<file path="src/rtl/char_regen_pkg.sv">
package char_regen_pkg;

   typedef enum logic [1:0] {
      EL_START = 2'd0,
      EL_INFO  = 2'd1,
      EL_STOP  = 2'd2
   } elem_kind_e;

   // Element 0 is the start, 1..nbits carry information, the rest are stops.
   function automatic elem_kind_e kind_of(input int unsigned idx, input int unsigned nbits);
      if (idx == 0)
         return EL_START;
      else if (idx <= nbits)
         return EL_INFO;
      else
         return EL_STOP;
   endfunction

endpackage

</file>
<file path="src/rtl/char_regen_timer.sv">
// Element timer: held at zero while idle, counts sample cycles once launched.
// The terminal count is the state in which the most significant stage is
// about to fall, i.e. the bit-clock edge that closes an element.
module char_regen_timer #(
   parameter int CNT_W = 7
) (
   input  logic             clk,
   input  logic             rst_n,
   input  logic             launch_i,
   input  logic             halt_i,
   output logic             busy_o,
   output logic [CNT_W-1:0] cnt_o,
   output logic             mid_o,
   output logic             term_o
);

   localparam logic [CNT_W-1:0] HALF_C = {1'b1, {(CNT_W-1){1'b0}}};

   always_ff @(posedge clk) begin
      if (!rst_n) begin
         busy_o <= 1'b0;
         cnt_o  <= '0;
      end else if (halt_i) begin
         busy_o <= 1'b0;
         cnt_o  <= '0;
      end else if (!busy_o && launch_i) begin
         busy_o <= 1'b1;
         cnt_o  <= CNT_W'(1);
      end else if (busy_o) begin
         cnt_o  <= cnt_o + 1'b1;
      end
   end

   assign mid_o  = busy_o && (cnt_o == HALF_C);
   assign term_o = busy_o && cnt_o[CNT_W-1] && (&cnt_o[CNT_W-2:0]);

endmodule

</file>
<file path="src/rtl/char_regen_skew.sv">
// Distortion monitor: flags a line transition that falls in the middle half
// of an element, i.e. more than a quarter bit from either boundary.
module char_regen_skew #(
   parameter int CNT_W = 7
) (
   input  logic             clk,
   input  logic             rst_n,
   input  logic             clear_i,
   input  logic             busy_i,
   input  logic             edge_i,
   input  logic [CNT_W-1:0] cnt_i,
   output logic             late_o
);

   localparam int QTR = 2 ** (CNT_W - 2);
   localparam logic [CNT_W-1:0] LO_C = CNT_W'(QTR);
   localparam logic [CNT_W-1:0] HI_C = CNT_W'((2 ** CNT_W) - QTR);

   logic in_window;
   assign in_window = (cnt_i > LO_C) && (cnt_i < HI_C);

   always_ff @(posedge clk) begin
      if (!rst_n)
         late_o <= 1'b0;
      else if (clear_i)
         late_o <= 1'b0;
      else if (busy_i && edge_i && in_window)
         late_o <= 1'b1;
   end

endmodule

</file>
<file path="src/rtl/char_regen_framer.sv">
// Element sequencer: confirms the start, samples centres, rebuilds the line,
// accumulates parity and stop status, and issues the end-of-character strobe.
module char_regen_framer
   import char_regen_pkg::*;
#(
   parameter int DATA_BITS = 8,
   parameter int IDX_W     = 4
) (
   input  logic             clk,
   input  logic             rst_n,
   input  logic             rx_s_i,
   input  logic             fall_i,
   input  logic             busy_i,
   input  logic             mid_i,
   input  logic             term_i,
   input  logic             frame11_i,
   input  logic             odd_par_i,
   input  logic             dist_en_i,
   input  logic             late_i,
   output logic             launch_o,
   output logic             halt_o,
   output logic [IDX_W-1:0] idx_o,
   output logic             tx_o,
   output logic             err_o
);

   localparam int LAST_ONE = DATA_BITS + 1;
   localparam int LAST_TWO = DATA_BITS + 2;

   logic             confirmed;
   logic             par;
   logic             stop_bad;
   logic [IDX_W-1:0] last_idx;
   logic             abort;
   logic             done;
   logic             fail;

   assign last_idx = frame11_i ? IDX_W'(LAST_TWO) : IDX_W'(LAST_ONE);
   assign launch_o = !busy_i && fall_i;
   assign abort    = busy_i && (idx_o == '0) && !confirmed && rx_s_i;
   assign done     = busy_i && term_i && (idx_o == last_idx);
   assign halt_o   = abort || done;
   assign fail     = (par != odd_par_i) || (dist_en_i && (stop_bad || late_i));

   always_ff @(posedge clk) begin
      if (!rst_n) begin
         idx_o     <= '0;
         confirmed <= 1'b0;
         par       <= 1'b0;
         stop_bad  <= 1'b0;
         tx_o      <= 1'b1;
         err_o     <= 1'b0;
      end else begin
         err_o <= done && fail;
         if (launch_o) begin
            idx_o     <= '0;
            confirmed <= 1'b0;
            par       <= 1'b0;
            stop_bad  <= 1'b0;
         end else if (busy_i && !abort) begin
            if (term_i && !done)
               idx_o <= idx_o + 1'b1;
            if (mid_i) begin
               case (kind_of(int'(idx_o), DATA_BITS))
                  EL_START: begin
                     confirmed <= 1'b1;
                     tx_o      <= 1'b0;
                  end
                  EL_INFO: begin
                     tx_o <= rx_s_i;
                     par  <= par ^ rx_s_i;
                  end
                  default: begin
                     tx_o <= 1'b1;
                     if (!rx_s_i)
                        stop_bad <= 1'b1;
                  end
               endcase
            end
         end
      end
   end

endmodule

</file>
<file path="src/rtl/char_regen.sv">
module char_regen #(
   parameter int CNT_W     = 7,
   parameter int DATA_BITS = 8,
   parameter bit HAS_SKEW  = 1'b1
) (
   input  logic clk,
   input  logic rst_n,
   input  logic line_i,
   input  logic frame11_i,
   input  logic odd_par_i,
   input  logic dist_en_i,
   output logic line_o,
   output logic err_o
);

   localparam int IDX_W = $clog2(DATA_BITS + 3);

   generate
      if (CNT_W < 3) begin : g_bad_cnt
         $error("char_regen: CNT_W must be at least 3");
      end
      if (DATA_BITS < 1 || DATA_BITS > 16) begin : g_bad_bits
         $error("char_regen: DATA_BITS must lie in 1..16");
      end
   endgenerate

   logic             rx_s;
   logic             rx_prev;
   logic             fall;
   logic             edge_seen;
   logic             busy;
   logic [CNT_W-1:0] cnt;
   logic             mid;
   logic             term;
   logic             launch;
   logic             halt;
   logic [IDX_W-1:0] idx;
   logic             late;

   always_ff @(posedge clk) begin
      if (!rst_n) begin
         rx_s    <= 1'b1;
         rx_prev <= 1'b1;
      end else begin
         rx_s    <= line_i;
         rx_prev <= rx_s;
      end
   end

   assign fall      = rx_prev && !rx_s;
   assign edge_seen = rx_prev ^ rx_s;

   char_regen_timer #(.CNT_W(CNT_W)) u_timer (
      .clk      (clk),
      .rst_n    (rst_n),
      .launch_i (launch),
      .halt_i   (halt),
      .busy_o   (busy),
      .cnt_o    (cnt),
      .mid_o    (mid),
      .term_o   (term)
   );

   generate
      if (HAS_SKEW) begin : g_skew
         char_regen_skew #(.CNT_W(CNT_W)) u_skew (
            .clk     (clk),
            .rst_n   (rst_n),
            .clear_i (launch),
            .busy_i  (busy),
            .edge_i  (edge_seen),
            .cnt_i   (cnt),
            .late_o  (late)
         );
      end else begin : g_no_skew
         assign late = 1'b0;
      end
   endgenerate

   char_regen_framer #(.DATA_BITS(DATA_BITS), .IDX_W(IDX_W)) u_framer (
      .clk       (clk),
      .rst_n     (rst_n),
      .rx_s_i    (rx_s),
      .fall_i    (fall),
      .busy_i    (busy),
      .mid_i     (mid),
      .term_i    (term),
      .frame11_i (frame11_i),
      .odd_par_i (odd_par_i),
      .dist_en_i (dist_en_i),
      .late_i    (late),
      .launch_o  (launch),
      .halt_o    (halt),
      .idx_o     (idx),
      .tx_o      (line_o),
      .err_o     (err_o)
   );

endmodule

</file>
<file path="config.mk">
export PLATFORM = sky130hd
export DESIGN_NAME = char_regen
export DESIGN_NICKNAME = d
export VERILOG_FILES = /design/src/rtl/char_regen_pkg.sv /design/src/rtl/char_regen_timer.sv /design/src/rtl/char_regen_skew.sv /design/src/rtl/char_regen_framer.sv /design/src/rtl/char_regen.sv
export SDC_FILE = /design/constraint.sdc
export NUM_CORES = 1
export LEC_CHECK = 0
export BUFFER_PORTS_ARGS = -buffer_cell sky130_fd_sc_hd__buf_4
export CAP_MARGIN = 0
export CORE_UTILIZATION = 30
export CTS_BUF_LIST = sky130_fd_sc_hd__clkbuf_8
export DETAILED_ROUTE_END_ITERATION = 8
export HOLD_SLACK_MARGIN = 0.05
export SYNTH_ARGS = -nofsm -noshare
export SYNTH_HDL_FRONTEND = slang
export SYNTH_SLANG_ARGS = --single-unit
</file>
<file path="constraint.sdc">
create_clock -name clk -period 2.6 [get_ports clk]
set_clock_uncertainty 0.1 [all_clocks]
set_input_delay 0.13 -clock clk [delete_from_list [all_inputs] [get_ports clk]]
set_output_delay 0.13 -clock clk [all_outputs]
set_load 0.01 [all_outputs]
</file>
==> metrics.txt, run 1 <==
R2R Setup Slk=slightly below 800 ps; R2R Path End=u_framer.par$_SDFFE_PP0P_; power density over the cells=468 nW/um^2; area grow syn2layout=16.8%; Max Slew Vio Count=0; worst skew pair latency=250 ps; register area share after synthesis=39.2%; RSZ-0062 raised after global routing=no; status=complete, no violations; Seq pwr share=56.9%; via count=between 800 and 900; vias per std cell=4.85; layout cells sized above 1=11.8%; Worst Max-Slew Pin Slew=approximately 610 ps; Leakage Power=~0.45 nW; CP Launch Type=register; Core Footprint=3130 sq um; ranking of synthesized cells by area=dfxtp_1 (39%), ha_1 (6.1%), nor2_1 (4.8%); Slew HR=around 59%; crit end category=register; most frequent cells after synthesis=dfxtp_1 (20), nor2_1 (13), nand2_1 (9); final hold viol count=0; Post-synth ARST share=0%; Mapped Cells=around 120; routed length per placed instance=about 11 um; final wirelength=between 1.5 and 2 mm; CTS H-Tree Depth=1; hold_buf cts=3; vias in the first global route=795; Min-Delay Startpoint=dist_en_i; Setup Fix Bufs, Post-CTS=0; mapped cell area=1020 sq um; biggest area consumer among synthesized cells=dfxtp_1; Starting DRT DRC Count=8; Max IR drop VDD=roughly 0.23 mV; Die Span Y=around 60 um; # clock sinks=20; cts bufs inserted=3; #FFs+latches synth=20; Hold EP=u_framer.err_o$_SDFF_PN0_; Hold Crit Depth=3; Port Buf Inserts=7; Die ar.=between 3000 and 4000 sq um; final core area utilization=38.1%; initial antenna violation count=0; n_diodes=0; cts repair resizes=0; FF-to-FF path depth=6; Post-synth EDFFs=0; Die X=60.3 um; # rows=20; Top FF cell, synth=dfxtp_1; internal power=~0.44 mW; first-pass GRT wire length=about 3.5 mm; peak per-stage delay on the critical path=about 480 ps; Post-Syn Area per Cell=8.88 sq um; Ports=8; crit path DAT=roughly 1900 ps; slowest CP cell=or4b_4; post-synth top area share=between 30% and 40%; Hold Crit Class=in2reg; # setup viols final=0; kind of critical path=reg2reg; Initial Util=32.6%; post-route antenna net violation count=0; Setup TNS=0 ps; DRT Pass-1 Iters=4; Total Power=0.558 mW; Yosys warnings=0; Yosys cell types=35; crit share post-route=between 70% and 80%; All-Layer GR Usage=12.8%; routability cong.=roughly 0.75; Critical R2R Launch=u_timer.cnt_o[0]$_SDFFE_PP0P_; max cap viols=0; largest net degree at the start of global routing=11; drc violations=0; CP max FO=5; CTS root buf=clkbuf_8; Fmax=roughly 550 MHz; combinational power share=8.2%; clk buf depth=2; worst endpoint required time=roughly 2700 ps; Clock transition at path regs=70 ps; syn nets=approximately 130; dpl hpwl=between 1 and 1.5 mm; # nets final=140; TritonCTS clock tree=done; switching share of power=between 20 and 25%; sw power=between 0.1 and 0.15 mW; top-count cell post-synth=dfxtp_1; grt total ovfl=0; power share of the clock group=34.9%; worst path cell trace=inv_1 > ha_1 > or4b_4 > a211oi_4 > nand4b_1 > mux2i_1; Tmin final=~1800 ps
## sequential cells by signal, summed over array words and instances, names as in the netlist
register	count
u_timer.busy_o	1
u_framer.stop_bad	1
rx_prev	1
u_framer.err_o	1
u_framer.confirmed	1
g_skew.u_skew.late_o	1
u_timer.cnt_o	7
u_framer.idx_o	4
rx_s	1
u_framer.tx_o	1
u_framer.par	1
## cell families (layout without fill, tap and decap cells)
| group | after synthesis | count (layout) | synth area share, % |
|---|---|---|---|
| compound gates | 20 | 20 | 13.7 |
| xor+xnor | 6 | 6 | 5.15 |
| fa+ha+maj | 6 | 6 | 7.11 |
| buf+inv | 9 | 21 | 3.68 |
| flops | 20 | 20 | 39.2 |
| mux | 4 | 4 | 4.04 |
| simple gates | 50 | 50 | 27.1 |
## cell usage in the layout, fill, tap and decap left out, types with 2 or more instances in the layout
| cell | count |
|---|---|
| a21oi_1 | 7 |
| and2_1 | 2 |
| and3_1 | 2 |
| buf_4 | 7 |
| clkbuf_8 | 3 |
| dfxtp_1 | 20 |
| dlygate4sd3_1 | 3 |
| ha_1 | 5 |
| inv_1 | 8 |
| mux2i_1 | 3 |
| nand2_1 | 9 |
| nand2b_1 | 3 |
| nand3_1 | 2 |
| nand4_1 | 3 |
| nor2_1 | 13 |
| nor2b_1 | 4 |
| nor3_1 | 4 |
| o21a_1 | 2 |
| o21ai_0 | 3 |
| o31ai_1 | 3 |
| xnor2_1 | 4 |
| xor2_1 | 2 |
## power by group through the flow
stage,Sequential [mW],Combinational (mW),Clock (mW)
2_1_floorplan,0.321,0.0315,0
3_3_place_gp,0.324,0.0406,0
3_5_place_dp,0.324,0.0420,0
4_1_cts,0.317,0.0457,0.204
5_1_grt,0.318,0.0514,0.215
6_report,0.318,0.0455,0.195
## metrics by stage
step	instance area [sq um]	std cells	worst slack [ps]	hold WS, ps
floorplan	1020	115	878	91.9
global placement	1120	165	798	211
detailed placement	1120	165	779	229
CTS	1190	171	768	119
global route	1190	171	579	143
finish	1190	171	772	110
## how the worst max path moves through the flow
stage | end | cells past startpoint | slack [ps] | start
3_3_place_gp | u_framer.par$_SDFFE_PP0P_ | 6 | 800 | u_timer.cnt_o[0]$_SDFFE_PP0P_
4_1_cts | u_framer.par$_SDFFE_PP0P_ | 6 | 770 | u_timer.cnt_o[0]$_SDFFE_PP0P_
6_report | u_framer.par$_SDFFE_PP0P_ | 6 | 770 | u_timer.cnt_o[0]$_SDFFE_PP0P_
2_1_floorplan | u_framer.par$_SDFFE_PP0P_ | 6 | 880 | u_timer.cnt_o[0]$_SDFFE_PP0P_
5_1_grt | u_timer.cnt_o[2]$_SDFFE_PP0P_ | 4 | 580 | u_framer.idx_o[0]$_SDFFE_PP0P_
3_5_place_dp | u_framer.par$_SDFFE_PP0P_ | 6 | 780 | u_timer.cnt_o[0]$_SDFFE_PP0P_
## critical path: cells and delay by family (launching register included)
kind	cells	cell delay [ps]
muxes	1	140
buffers and inverters	1	70
and+or+nand+nor	2	650
AOI/OAI and AO/OA	1	300
DFF	1	350
adders and majority gates	1	130
## layer usage
| layer | global-route usage (%) | up-vias | wire [um] |
|---|---|---|---|
| li1 | - | 432 | - |
| met1 | 17.1 | 384 | 1030 |
| met2 | 20.4 | 9 | 837 |
| met3 | 1.28 | 4 | 18 |
| met4 | 6.98 | 0 | 43 |
| met5 | 0 | - | 0 |
## final cells by class
| class | instances | area [sq um] |
|---|---|---|
| repair buffers | 10 | 82.6 |
| flip-flops and latches | 20 | 400 |
| inverters | 8 | 30.0 |
| fillers | 311 | 1940 |
| multi-input cells | 86 | 583 |
| clock buffers | 3 | 41.3 |
| well taps | 44 | 55.1 |
Note: power is estimated with default switching activity, not from simulation.
==> inputs of run 2 (changes only) <==
- ABC_AREA: default -> 1
- clock period: 2.6 -> 1.6 ns (I/O delays scaled with it)
==> run 2 against run 1 <==
Highest routed layer unchanged; flip-flop and latch count did not move; area after synthesis is 4.2% higher; hold slack improved by 150 ps; largest cell class unchanged; via count up 8.8%; synthesized cell count increased by 22%; critical path type unchanged; power is 75% higher; maximum frequency grew 24%; clock power rose by 100%.
==> metrics.txt, run 2 <==
status=complete, no violations; final hold viol count=0 (unchanged); CTS H-Tree Depth=1 (unchanged); hold_buf cts=4 (+1); Clock transition at path regs=80 ps (about the same); vias in the first global route=766 (-3.6%); # nets final=168 (+20%); Initial Util=31.6% (-1.0 points); grt total ovfl=0 (unchanged); via count=902 (+8.8%); most frequent cells after synthesis=nor2_1 (22), dfxtp_1 (20), inv_1 (18); clk buf depth=2 (unchanged); Starting DRT DRC Count=93 (+85); Worst Max-Slew Pin Slew=317 ps (-296 ps); cts repair resizes=0 (unchanged); Fmax=676 MHz (+24%); #FFs+latches synth=20 (unchanged); Core Footprint=3360 sq um (+7.5%); register area share after synthesis=37.6% (-1.6 points); Ports=8 (unchanged); vias per std cell=4.47 (-7.9%); crit path DAT=1540 ps (-330 ps); post-route antenna net violation count=0 (unchanged); DRT Pass-1 Iters=4 (unchanged); number of flip-flops in the largest register=7 (unchanged); # rows=21 (+5.0%); Tmin final=1480 ps (-348 ps); layout cells sized above 1=17.9% (+6.1 points); Post-Syn Area per Cell=7.60 sq um (-14%); worst skew pair latency=260 ps (about the same); routability cong.=0.803 (+7.4%); Mapped Cells=140 (+22%); crit share post-route=92.5% (+22 points); top flop regs=u_timer.cnt_o (7), u_framer.idx_o (4); Max Slew Vio Count=0 (unchanged); leading cell type in the layout, fill and taps excluded=nor2_1; Die X=61.5 um (+2.0%); CTS root buf=clkbuf_8; RSZ-0062 raised after global routing=no; area grow syn2layout=19.6%; Die ar.=3790 sq um (+4.0%); Port Buf Inserts=7 (unchanged); syn nets=151 (+20%); top-count cell post-synth=nor2_1; Yosys cell types=22 (-37%); Setup Fix Bufs, Post-CTS=0 (unchanged); CP max FO=5 (unchanged); Yosys warnings=0 (unchanged); first-pass GRT wire length=3.29 mm (-5.3%); Total Power=0.977 mW (+75%); Setup TNS=0 ps (unchanged); # clock sinks=20 (unchanged); Leakage Power=0.509 nW (+14%); crit end category=register; Top FF cell, synth=dfxtp_1; cts bufs inserted=3 (unchanged); CP Launch Type=register; Post-synth EDFFs=0 (unchanged); Hold Crit Class=in2reg; Slew HR=78.9% (+20 points); worst endpoint required time=1660 ps (-990 ps); ranking of synthesized cells by area=dfxtp_1 (38%), nor2_1 (7.8%), nand3_1 (6.6%); Post-synth ARST share=0% (unchanged); Die Span Y=61.5 um (+2.0%); drc violations=0 (unchanged); max cap viols=0 (unchanged); dpl hpwl=1.69 mm (+14%); largest net degree at the start of global routing=12 (+1); Max IR drop VDD=0.515 mV (+120%); mapped cell area=1060 sq um (+4.2%); initial antenna violation count=0 (unchanged); most frequent cells in the layout=nor2_1 (22), dfxtp_1 (20), inv_1 (18), nand2_1 (15), nand3_1 (14); final wirelength=2.14 mm (+11%); routed length per placed instance=10.6 um (-6.0%); All-Layer GR Usage=12.2% (-0.63 points); n_diodes=0 (unchanged); kind of critical path=reg2reg; biggest area consumer among synthesized cells=dfxtp_1; Top reg by flops=u_timer.cnt_o; post-synth top area share=37.6% (-1.6 points); TritonCTS clock tree=done; power density over the cells=768 nW/um^2 (+64%); final instance count without filler cells=202 (+18%); Inst Count DP=194 (+18%); # setup viols final=0 (unchanged)
## run 2: cell types whose count changed in the layout (fill, tap and decap cells not counted), sizes merged, moves of 4 or more
cell / before / now
a21oi: 7 / 12
inv: 8 / 19
nand2: 9 / 19
nand3: 2 / 15
nor2: 13 / 28
nor2b: 4 / 0
nor3: 4 / 0
o21ai: 3 / 8
## run 2: final cells by class
| class | count | area [sq um] |
|---|---|---|
| clock buffers | 4 | 55.1 |
| fillers | 378 | 2090 |
| inverters | 19 | 71.3 |
| multi-input cells | 100 | 581 |
| flip-flops and latches | 20 | 400 |
| well taps | 46 | 57.6 |
| repair buffers | 13 | 108 |
## run 2: kinds of logic (layout without fill, tap and decap cells)
family | Yosys count | in the layout | share of synthesized area [%]
flip-flops | 20 | 20 | 37.6
buffers and inverters | 20 | 36 | 7.76
AO/OA/AOI/OAI | 23 | 23 | 12.2
XOR/XNOR | 8 | 8 | 6.59
adder cells (fa/ha/maj) | 5 | 5 | 5.88
AND/OR/NAND/NOR | 64 | 64 | 29.9
## run 2: through the flow
step / utilization [%] / worst slack [ps] / hold WS, ps / area, sq um
after floorplan: - / 187 / 49.0 / 1060
after global placement: 35.0 / 124 / 171 / 1180
after detailed placement: 35.0 / 105 / 175 / 1180
after CTS: 37.8 / 102 / 246 / 1270
after global routing: 37.8 / 2.04 / 294 / 1270
final: 37.8 / 120 / 257 / 1270
## run 2: metal layers
metal / GRT usage, % / share of wire [%] / vias up / routed length, um
li1: - / - / 483 / -
met1: 14.4 / 46 / 406 / 979
met2: 20.4 / 50 / 9 / 1060
met3: 4.62 / 3.1 / 4 / 67
met4: 3.81 / 1.5 / 0 / 32
met5: 0 / 0 / - / 0
## run 2: worst max-delay path, cell delays in order (launching register included)
cell and delay (ps):
dfxtp_1 330, inv_1 80, ha_1 140, inv_1 30, nor2_1 110, nand3_1 160, nor2_2 220, nand3_1 110
nand2_1 80, nor2_1 40
## run 2: path summary, 6_finish.rpt
kind / from / to / slack, ps / depth (start not counted)
hold / removal: frame11_i / u_framer.idx_o[0]$_SDFFE_PP0P_ / 260 / 5
hold reg to reg: g_skew.u_skew.late_o$_SDFFE_PP0P_ / g_skew.u_skew.late_o$_SDFFE_PP0P_ / 370 / 2
setup reg to reg: u_timer.cnt_o[0]$_SDFFE_PP0P_ / u_framer.par$_SDFFE_PP0P_ / 120 / 9
setup / recovery: u_timer.cnt_o[0]$_SDFFE_PP0P_ / u_framer.par$_SDFFE_PP0P_ / 120 / 9
## run 2: power by group
part	switching [mW]	leakage, nW	total (mW)	internal (mW)
Clock	0.172	0.0288	0.391	0.219
Combinational	0.0401	0.318	0.0725	0.0324
Sequential	0.00844	0.162	0.514	0.505
Total	0.221	0.509	0.977	0.757
==> inputs of run 3 (changes only) <==
- CORE_ASPECT_RATIO: default -> 0.5
- CTS_BUF_LIST: sky130_fd_sc_hd__clkbuf_8 -> sky130_fd_sc_hd__clkbuf_4 sky130_fd_sc_hd__clkbuf_8
==> run 3 against run 2 <==
Register-to-register slack improved by 60 ps; setup slack better by 62 ps; via count fell by 1.9%; global-route usage is 1.4 points higher; critical endpoint is now u_framer.stop_bad$_SDFFE_PP0P_; routed wire length shrank 2.8%.
==> metrics.txt, run 3 (same netlist as run 2, synthesis figures left out) <==
status=complete, no violations; Top reg by flops=u_timer.cnt_o; Crit. path cell count=8 (-1); number of flip-flops in the largest register=7 (unchanged); first-pass GRT wire length=3.81 mm (+16%); fin area=1290 sq um (+1.4%); # rows=14 (-33%); Max IR drop VDD=0.241 mV (-53%); post-route antenna net violation count=0 (unchanged); leading cell type in the layout, fill and taps excluded=nor2_1; Die ar.=3800 sq um (+0.38%); most frequent cells in the layout=nor2_1 (21), dfxtp_1 (20), inv_1 (18), nand2_1 (15), nand3_1 (14); final wirelength=2.08 mm (-2.8%); Clock transition at path regs=80 ps (about the same); Hold Crit Depth=6 (+1); crit share post-route=88.6% (-3.9 points); Hold Crit Class=in2reg; crit path DAT=1510 ps (-30 ps); CP max FO=5 (unchanged); routed length per placed instance=10.2 um (-3.7%); kind of critical path=reg2reg; largest net degree at the start of global routing=12 (unchanged); CTS H-Tree Depth=1 (unchanged); crit end category=register; power density over the cells=761 nW/um^2 (-0.88%); routability cong.=0.715 (-11%); Worst Max-Slew Pin Slew=327 ps (+10.3 ps); # setup viols final=0 (unchanged); Setup Fix Bufs, Post-CTS=0 (unchanged); Initial Util=33.4% (+1.7 points); layout cells sized above 1=18.6% (+0.64 points); # clock sinks=20 (unchanged); n_diodes=0 (unchanged); vias per std cell=4.34 (-2.8%); TritonCTS clock tree=done; Core Footprint=3190 sq um (-5.2%); area grow syn2layout=21.3%; final setup margin=182 ps (+62.5 ps); Die X=86.2 um (+40%); vias in the first global route=853 (+11%); via count=885 (-1.9%); dpl hpwl=1.55 mm (-8.0%); drc violations=0 (unchanged); worst skew pair latency=270 ps (about the same); Fmax=705 MHz (+4.4%); Setup TNS=0 ps (unchanged); FF-to-FF path depth=8 (-1); slowest CP cell=dfxtp_1; Port Buf Inserts=7 (unchanged); pre-CTS setup slack=102 ps (-3.30 ps); CP Launch Type=register; grt total ovfl=0 (unchanged); hold slack=236 ps (-20.6 ps); Max Slew Vio Count=0 (unchanged); peak per-stage delay on the critical path=330 ps (about the same); final hold viol count=0 (unchanged); initial antenna violation count=0 (unchanged); CTS root buf=clkbuf_8; Starting DRT DRC Count=23 (-75%); worst path cell trace=inv_1 > ha_1 > inv_1 > nor2_1 > nand3_1 > nor2_4 > nand3_1 > a21oi_1; All-Layer GR Usage=13.6% (+1.4 points); Tmin final=1420 ps (-62.5 ps); top flop regs=u_timer.cnt_o (7), u_framer.idx_o (4); Worst Path Buf+Inv=2 (unchanged); Slew HR=78.2% (-0.68 points); fillers=339 (-10%); RSZ-0062 raised after global routing=no; Crit path max-delay family=simple AND/OR/NAND/NOR gates; max cap viols=0 (unchanged); cts bufs inserted=3 (unchanged); Die Span Y=44.1 um (-28%); Ports=8 (unchanged); Area after DPL=1180 sq um (+0.21%); DRT Pass-1 Iters=3 (-1); worst endpoint required time=1690 ps (+30 ps); # nets final=168 (unchanged); Leakage Power=0.510 nW (+0.34%); clk buf depth=2 (unchanged)
-- run 3: power breakdown --
| group | internal [mW] | switching [mW] | leakage, nW |
|---|---|---|---|
| logic | 0.0336 | 0.0423 | 0.319 |
| clock network | 0.219 | 0.173 | 0.0288 |
| registers | 0.505 | 0.00871 | 0.162 |
-- run 3: area by class of cell --
type,count,area [sq um],area share (%)
inverter,19,71.3,5.53
sequential,20,400,31.0
multi-input combinational,100,596,46.2
tap,48,60.1,4.66
timing repair buffer,13,108,8.34
clock buffer,4,55.1,4.27
-- run 3: layer usage --
metal / wire length, um / GRT usage, % / up-vias
met5: 0 / 0 / -
met4: 48 / 7.00 / 0
met3: 52 / 4.48 / 4
met2: 937 / 22.4 / 5
met1: 1040 / 16.3 / 396
li1: - / - / 480
-- run 3: worst reg2reg max path, delay by kind of cell (launching register included) --
family / cells / cell delay, ps
AO/OA/AOI/OAI: 1 / 120
buffers and inverters: 2 / 110
adder cells (fa/ha/maj): 1 / 150
flip-flops: 1 / 330
AND/OR/NAND/NOR: 4 / 550
-- run 3: worst paths after layout --
kind	startpoint	slack [ps]	endpoint
max	u_timer.cnt_o[1]$_SDFFE_PP0P_	180	u_framer.stop_bad$_SDFFE_PP0P_
min	frame11_i	240	u_framer.err_o$_SDFF_PN0_
max reg2reg	u_timer.cnt_o[1]$_SDFFE_PP0P_	180	u_framer.stop_bad$_SDFFE_PP0P_
min reg2reg	g_skew.u_skew.late_o$_SDFFE_PP0P_	350	g_skew.u_skew.late_o$_SDFFE_PP0P_
-- run 3: repair_timing --
action                                  in CTS  in global routing
endpoints found under the setup margin       0                  3
resized for setup                            0                  4
hold buffers                                 4                  0
endpoints found under the hold margin        6                  0
-- run 3: per-stage QoR --
step / util [%] / cells / total power, mW
global route: 40.5 / 204 / 1.04
floorplan: - / 140 / 0.571
finish: 40.5 / 204 / 0.982
detailed placement: 37.0 / 196 / 0.591
global placement: 37.0 / 196 / 0.590
CTS: 40.0 / 204 / 0.992
